`config.mk`:
```
export PLATFORM = sky130hd
export DESIGN_NAME = panel_pwr_seq
export DESIGN_NICKNAME = d
export VERILOG_FILES = /design/src/rtl/panel_pwr_seq.sv
export SDC_FILE = /design/constraint.sdc
export NUM_CORES = 1
export LEC_CHECK = 0
export ABC_AREA = 1
export BUFFER_PORTS_ARGS = -buffer_cell sky130_fd_sc_hd__buf_2
export CORE_MARGIN = 2
export CORE_UTILIZATION = 60
export CTS_CLUSTER_SIZE = 30
export DETAILED_ROUTE_END_ITERATION = 10
export GPL_ROUTABILITY_DRIVEN = 0
export PLACE_DENSITY_LB_ADDON = 0.25
export SLEW_MARGIN = 20
export SYNTH_ARGS = -nofsm -noshare
export SYNTH_HDL_FRONTEND = slang
export SYNTH_SLANG_ARGS = --single-unit
export TNS_END_PERCENT = 20
```
`constraint.sdc`:
```
create_clock -name clk -period 9.7 [get_ports clk]
set_input_delay 0.485 -clock clk [delete_from_list [all_inputs] [get_ports clk]]
set_output_delay 0.485 -clock clk [all_outputs]
set_load 0.05 [all_outputs]
```
`src/rtl/panel_pwr_seq.sv`:
```
module panel_pwr_seq #(
  parameter int          DLY_W    = 13,
  parameter int          DIV_W    = 16,
  parameter int          CYC_W    = 4,
  parameter int          CYC_UNIT = 1000,
  parameter logic [15:0] KEY      = 16'hA5C3
) (
  input  logic        clk,
  input  logic        rst_n,
  input  logic        wr_en,
  input  logic [1:0]  wr_addr,
  input  logic [31:0] wr_data,
  input  logic [1:0]  rd_addr,
  output logic [31:0] rd_data,
  input  logic        reset_req,
  output logic        vdd_en,
  output logic        port_en,
  output logic        bl_en,
  output logic        panel_on,
  output logic        seq_busy,
  output logic        cyc_active
);
  localparam int T4_MAX = ((2**CYC_W) - 2) * CYC_UNIT;
  localparam int T4_W   = $clog2(T4_MAX + 1);
  localparam int CNT_W  = (T4_W > DLY_W) ? T4_W : DLY_W;

  typedef enum logic [2:0] {
    S_OFF, S_UP_VDD, S_UP_PORT, S_ON, S_DN_BL, S_DN_PORT, S_CYC
  } st_t;

  st_t state, nxt;
  logic              req_on, pdn_rst;
  logic [15:0]       key_q;
  logic [DLY_W-1:0]  up_dly, blon_dly, dn_dly, bloff_dly;
  logic [DIV_W-1:0]  ref_div, div_cnt, div_last;
  logic [CYC_W-1:0]  cyc_fld, cyc_units;
  logic [CNT_W-1:0]  cnt, load_val;
  logic              unlocked, tick, done;

  assign unlocked  = (key_q == KEY);
  assign div_last  = (ref_div == '0) ? '0 : ref_div - 1'b1;
  assign tick      = (div_cnt >= div_last);
  assign done      = (cnt == '0);
  assign cyc_units = (cyc_fld == '0) ? '0 : cyc_fld - 1'b1;

  always_ff @(posedge clk or negedge rst_n) begin
    if (!rst_n) begin
      req_on <= 1'b0; pdn_rst <= 1'b0; key_q <= '0;
      up_dly <= '0; blon_dly <= '0; dn_dly <= '0; bloff_dly <= '0;
      ref_div <= '0; cyc_fld <= '0;
    end else begin
      if (wr_en) begin
        case (wr_addr)
          2'd0: begin
            req_on  <= wr_data[0];
            pdn_rst <= wr_data[1];
            key_q   <= wr_data[31:16];
          end
          2'd1: if (unlocked) begin
            up_dly   <= wr_data[DLY_W-1:0];
            blon_dly <= wr_data[16 +: DLY_W];
          end
          2'd2: if (unlocked) begin
            dn_dly    <= wr_data[DLY_W-1:0];
            bloff_dly <= wr_data[16 +: DLY_W];
          end
          default: if (unlocked) begin
            ref_div <= wr_data[DIV_W-1:0];
            cyc_fld <= wr_data[16 +: CYC_W];
          end
        endcase
      end
      if (reset_req && pdn_rst) req_on <= 1'b0;
    end
  end

  always_comb begin
    nxt = state;
    case (state)
      S_OFF:     if (req_on) nxt = S_UP_VDD;
      S_UP_VDD:  if (!req_on) nxt = S_DN_PORT; else if (done) nxt = S_UP_PORT;
      S_UP_PORT: if (!req_on) nxt = S_DN_BL;   else if (done) nxt = S_ON;
      S_ON:      if (!req_on) nxt = S_DN_BL;
      S_DN_BL:   if (done) nxt = S_DN_PORT;
      S_DN_PORT: if (done) nxt = S_CYC;
      S_CYC:     if (done) nxt = req_on ? S_UP_VDD : S_OFF;
      default:   nxt = S_OFF;
    endcase
  end

  always_comb begin
    case (nxt)
      S_UP_VDD:  load_val = CNT_W'(up_dly);
      S_UP_PORT: load_val = CNT_W'(blon_dly);
      S_DN_BL:   load_val = CNT_W'(bloff_dly);
      S_DN_PORT: load_val = CNT_W'(dn_dly);
      S_CYC:     load_val = CNT_W'(cyc_units) * CNT_W'(CYC_UNIT);
      default:   load_val = '0;
    endcase
  end

  always_ff @(posedge clk or negedge rst_n) begin
    if (!rst_n) begin
      state <= S_OFF; cnt <= '0; div_cnt <= '0;
    end else begin
      state <= nxt;
      if (nxt != state) begin
        cnt     <= load_val;
        div_cnt <= '0;
      end else begin
        div_cnt <= tick ? '0 : div_cnt + 1'b1;
        if (tick && !done) cnt <= cnt - 1'b1;
      end
    end
  end

  assign vdd_en     = (state != S_OFF) && (state != S_CYC);
  assign port_en    = (state == S_UP_PORT) || (state == S_ON) || (state == S_DN_BL);
  assign bl_en      = (state == S_ON);
  assign panel_on   = (state == S_ON) || (state == S_DN_BL) || (state == S_DN_PORT);
  assign seq_busy   = (state != S_OFF) && (state != S_ON);
  assign cyc_active = (state == S_CYC);

  always_comb begin
    case (rd_addr)
      2'd0:    rd_data = {key_q, 14'b0, pdn_rst, req_on};
      2'd1:    rd_data = (32'(blon_dly) << 16) | 32'(up_dly);
      2'd2:    rd_data = (32'(bloff_dly) << 16) | 32'(dn_dly);
      default: rd_data = (32'(cyc_fld) << 16) | 32'(ref_div);
    endcase
  end

  a_r3_port_after_vdd: assert property (@(posedge clk) disable iff (!rst_n)
    $rose(port_en) |-> $past(vdd_en));
  a_r3_bl_after_port: assert property (@(posedge clk) disable iff (!rst_n)
    $rose(bl_en) |-> $past(port_en));
  a_r4_vdd_off_after_port: assert property (@(posedge clk) disable iff (!rst_n)
    $fell(vdd_en) |-> !$past(port_en));
  a_r5_panel_on_with_vdd: assert property (@(posedge clk) disable iff (!rst_n)
    $fell(panel_on) |-> !vdd_en);
  a_r7_cycle_supply_off: assert property (@(posedge clk) disable iff (!rst_n)
    cyc_active |-> !vdd_en && !port_en && !bl_en);
  a_r6_stable_not_busy: assert property (@(posedge clk) disable iff (!rst_n)
    !seq_busy |-> (bl_en == vdd_en));
  a_r11_locked_write: assert property (@(posedge clk) disable iff (!rst_n)
    (wr_en && wr_addr == 2'd1 && !unlocked) |=> $stable(up_dly) && $stable(blon_dly));
endmodule

```
### Word-level counts from Yosys, hierarchy flattened

Index checks and enable logic that the tools add are counted.

* register bits: 123
* bits of input ports: 40

* add/sub/neg operators: 4
* multipliers: 1
* $lt $le $gt $ge: 1
* equality and inequality tests: 19
* multiplexer cells: 22
* bitwise gates (word level): 4
* reductions and logical operators: 25

Operators with widths (number)
* $pmux 32 s3: 1
* $pmux 14 s5: 1
* $or 29x13->29: 2
* $mux 16: 3
* $mux 14: 2
* $mux 3: 9
* $pmux 3 s7: 1
* $or 20x16->20: 1
* $eq 3x3->1 const B: 6
* $add 16x1->16 const B: 1
* $eq 16x16->1 const B: 1
* $ge 16x16->1: 1
* $logic_not 16->1: 1
* $sub 16x1->16 const B: 1
* $logic_not 14->1: 1
* $sub 14x1->14 const B: 1
* $mul 4x7->11 const B: 1
* $eq 3x2->1 const B: 3
* $reduce_and 3->1: 3
* $eq 3x1->1 const B: 2
* $reduce_bool 2->1: 3
* $eq 2x1->1 const B: 2
* $eq 2x2->1 const B: 2
* $logic_and 1x1->1: 4
* 15 further kinds: 23

### Depth between registers and ports, before layout

* depth in word-level cells: 7
* gate-level depth with buffers: 24
* mapped depth without buffers: 24

### Worst setup path before layout

OpenSTA, ideal clock, no wires.

* path kind: register to register
* from: register cyc_fld[0]
* to: register cnt[9]
* setup time: 123 ps
* arrival: 3401 ps
* data required time: 9577 ps
* slack: 6175 ps
* cell stages (with the launch flop): 20
* path buffers: 0
* cell sequence: dfrtp_1 inv_1 nand2_1 xor2_1 nor2_1 ha_1 ha_1 inv_1 fa_1 inv_1 ha_1 a21oi_1 o21ai_0 or2_2 nand3_1 nand2_1 inv_1 nand4_1 nand2_1 a21oi_1

* word-level cells in the longest chain between the ends: 5
* elaborated cells between the ends (all ways): 6

Ends and longest elaborated chain
* start: declaration: line 36 `logic [CYC_W-1:0] cyc_fld, cyc_units;`
* start signal: assignment: line 69 `cyc_fld <= wr_data[16 +: CYC_W];`
* $sub 4x1->4 / $logic_not 4->1 (equally long branches): line 44 `assign cyc_units = (cyc_fld == '0) ? '0 : cyc_fld - 1'b1;`
* $mux 4 (*): line 44
* $mul 4x7->11 (*): line 97 `S_CYC: load_val = CNT_W'(cyc_units) * CNT_W'(CYC_UNIT);`
* $pmux 14 s5 (*): line 92 `case (nxt)`
* $mux 14 (*): line 107 `if (nxt != state) begin`
* end signal: assignment: line 108 `cnt <= load_val;`
* end signal: assignment: line 112 `if (tick && !done) cnt <= cnt - 1'b1;`
* end: declaration: line 37 `logic [CNT_W-1:0] cnt, load_val;`

Mark *: on every way between the ends. The rest lies on a longest branch, timed or not.
A chain may end at the register's enable or synchronous reset.

### Final worst setup path

* from: register ref_div[0]
* to: register cnt[3]

* word-level cells in the longest chain between the ends: 5
* elaborated cells between the ends (all ways): 6

Ends and longest elaborated chain
* start: declaration: line 35 `logic [DIV_W-1:0] ref_div, div_cnt, div_last;`
* start signal: assignment: line 68 `ref_div <= wr_data[DIV_W-1:0];`
* $sub 16x1->16 / $logic_not 16->1 (equally long branches): line 41 `assign div_last = (ref_div == '0) ? '0 : ref_div - 1'b1;`
* $mux 16 (*): line 41
* $ge 16x16->1 (*): line 42 `assign tick = (div_cnt >= div_last);`
* $logic_and 1x1->1 (*): line 112
* $reduce_bool 2->1 (no line) (*)

Marked as above.

==> results_dict.tcl <==
set metrics [dict create \
    cts_root_buf "clkbuf_16" \
    core.rowCount 41 \
    grt_pass1_wl_um 35900 \
    clockBufferDepth 2 \
    synth_ff_type "dfrtp_1" \
    r2r_end "cnt[3]$_DFFE_PN0P_" \
    slew_violations 0 \
    synth_area_sq_um 7840 \
    synth_common_cells "nand2_1 (272), dfrtp_1 (123), inv_1 (119)" \
    coreArea_sq_um 12700 \
    wl_met2_um 10000 \
    tns_ns 0 \
    worstHoldStart "reset_req" \
    period_needed_ns 4.44 \
    nets 1183 \
    top_layer "met4" \
    syn_inst 1042 \
    grt_pass1_vias 7151 \
    hold_depth 2 \
    crit_slowest_cell "nand2_1" \
    area_growth_pct 14.2 \
    die-area_sq_um 14000 \
    rrSetupSlack_ns 5.26 \
    ff_latch_area_sq_um 3080 \
    start_kind "flip-flop" \
    relSlewSlack_pct 28.3 \
    crit_path_frequent_cell "inv_1" \
    num_antenna_cells 0 \
    arrival_ns 4.77 \
    grt_max_degree 79 \
    p_leak_nw 4.44 \
    fin_skew_ns 0.00741 \
    ant_nets 0 \
    status "completed" \
    grt_util_all_layers_pct 32.1 \
    dp_hpwl_um 15400 \
    antenna_found_initial 0 \
    dr.pass1.iters 6 \
    via_count 7538 \
    portBuffers 77 \
    clock_sinks 123 \
    netlist_top_cells_area "dfrtp_1 (39%), nand2_1 (13%), o21ai_0 (7.0%), inv_1 (5.7%), ha_1 (5.1%)" \
    rr_startpoint "ref_div[0]$_DFFE_PN0P_" \
    hold_end "req_on$_DFFE_PN0P_" \
    grt_overflow 0 \
    rsz0062_at_grt "false" \
    syn_avg_cell_area_sq_um 7.52 \
    nFillCells 1052 \
    wl_um 21900 \
    yosysSeqAreaShare_pct 39.3 \
    met3_wirelength_um 2150 \
    fin_crit_sh_pct 45.8 \
    drc 0 \
    irDropWorstVdd_v 0.000138 \
    cts_resized 0 \
    p_per_area_nw_per_um2 209 \
    viasPerCell 5.84 \
    cts_max_level 4 \
    ys_async_sr_fraction_pct 100 \
    drive_gt1_share_pct 14.3 \
    path_max_fanout 15 \
    numCtsBuffers 17 \
    final.setup.worst_slack_ns 5.26 \
    cts_tree "built" \
    synth_most_common_cell "nand2_1" \
    m1WireLength_um 9240 \
    clk_latency_ns 0.42 \
    ys_seq_elements 123 \
    die_h_um 118 \
    required_ns 10.04 \
    place_ws_ns 5.39 \
    r2r.worst_path.cells 20 \
    worst_slew_pin_slew_ns 1.07 \
    initial_utilization_pct 61.9 \
    synth_edf_count 0 \
    multi_input_area_sq_um 4100 \
    syn_nets 1119 \
    cp_cell_sequence "inv_1 -> ha_1 -> inv_1 -> or2_2 -> nor2_1 -> inv_1 -> nor2_1 -> inv_1 -> nor4_1 -> nand3_1 -> o31a_1 -> ha_1 -> nand4_1 -> nor3_1 -> nand3_1 -> nand3_1 -> nand2_1 -> nand2_1 -> nor2_1 -> a21oi_1" \
    io_pins 78 \
    fmax_mhz 225 \
    wl_per_cell_um 17.0 \
    cp-end-kind "flip-flop" \
    clk_pin_slew_ns 0.06 \
    slowest_delay_ns 0.53 \
    yosysTopAreaCellShare_pct 39.3 \
    yosysTopAreaCell "dfrtp_1" \
    synth_cell_type_count 44 \
    fp.dieW_um 118 \
    yosysWarnings 0 \
    maxCapViolations 0 \
    setup_violations 0 \
    drtIter0Drc 852 \
    holdCritPathClass "input port to flip-flop" \
    hold_viol 0 \
    crit_type "flip-flop to flip-flop" \
]
## final cells by class
type                    instances  share of cell area, %
multi-input cells             752                   45.8
inverters                     126                   5.30
repair buffers                 86                   5.34
flip-flops and latches        123                   34.4
well taps                     172                   2.40
clock inverters                 8                   1.29
clock buffers                  23                   5.45
## cell families (layout without fill, tap and decap cells)
family | after synthesis | count (layout) | synth area share, %
and+or+nand+nor | 511 | 511 | 30.3
AOI/OAI and AO/OA | 172 | 172 | 11.9
buffers and inverters | 167 | 243 | 8.46
DFF | 123 | 123 | 39.3
adders and majority gates | 37 | 37 | 6.39
xor gates and xnor gates | 29 | 29 | 3.24
muxes | 3 | 3 | 0.431
## worst max-delay path by stage
| stage | to | slack, ns | depth (start not counted) | start |
|---|---|---|---|---|
| after global placement | div_cnt[14]$_DFF_PN0_ | 5.44 | 18 | ref_div[0]$_DFFE_PN0P_ |
| after global routing | cnt[6]$_DFFE_PN0P_ | 4.80 | 20 | ref_div[0]$_DFFE_PN0P_ |
| after CTS | cnt[3]$_DFFE_PN0P_ | 5.34 | 20 | ref_div[0]$_DFFE_PN0P_ |
| after floorplan | cnt[9]$_DFFE_PN0P_ | 6.18 | 19 | cyc_fld[0]$_DFFE_PN0P_ |
| after detailed placement | cnt[11]$_DFFE_PN0P_ | 5.39 | 20 | ref_div[0]$_DFFE_PN0P_ |
| final | cnt[3]$_DFFE_PN0P_ | 5.26 | 20 | ref_div[0]$_DFFE_PN0P_ |
## registers in the layout, summed over array words and instances, names as in the netlist, 13 cells and up
signal	count
bloff_dly	13
key_q	16
div_cnt	16
ref_div	16
blon_dly	13
dn_dly	13
up_dly	13
cnt	14
## cells in the final DEF (no fill, tap or decap), types with 6 or more instances in the layout
cell type,count
a21oi_1,33
buf_2,76
buf_4,8
clkbuf_16,17
clkinv_2,6
dfrtp_1,123
ha_1,32
inv_1,119
nand2_1,272
nand3_1,64
nand3b_1,6
nand4_1,41
nor2_1,68
nor2_4,14
nor3_1,15
nor4_1,7
o211ai_1,13
o21ai_0,110
xnor2_1,9
xor2_1,20
## per-stage QoR
| step | hold WS, ns | util [%] | total power [W] | std cells | instance area, sq um |
|---|---|---|---|---|---|
| after floorplan | 0.189 | - | 0.00108 | 1042 | 7840 |
| after global placement | 0.491 | 65.6 | 0.00120 | 1257 | 8310 |
| after detailed placement | 0.496 | 65.6 | 0.00121 | 1257 | 8310 |
| after global routing | 0.272 | 70.6 | 0.00196 | 1290 | 8950 |
| after CTS | 0.242 | 70.3 | 0.00186 | 1288 | 8910 |
| final | 0.249 | 70.6 | 0.00187 | 1290 | 8950 |
## routing by layer
metal | vias to the layer above | global-route usage (%)
met5 | - | 0
met4 | 0 | 11.1
met3 | 49 | 6.18
met2 | 406 | 49.8
met1 | 3517 | 45.1
li1 | 3566 | -
## report_power, final
group          internal, W  switching, W
registers         0.000554     0.0000450
clock network     0.000427      0.000225
logic             0.000153      0.000468
total              0.00113      0.000738
## critical path: cells and delay by family (launching register included)
family,cells,cell delay (ns)
compound gates,2,0.47
simple gates,12,2.78
flops,1,0.40
fa+ha+maj,2,0.43
buf+inv,4,0.27
## timing repair
item | CTS | global route
buffers inserted | 0 | 0
hold buffers | 0 | 1
endpoints found under the hold margin | 0 | 19
Note: power is estimated with default switching activity, not from simulation.
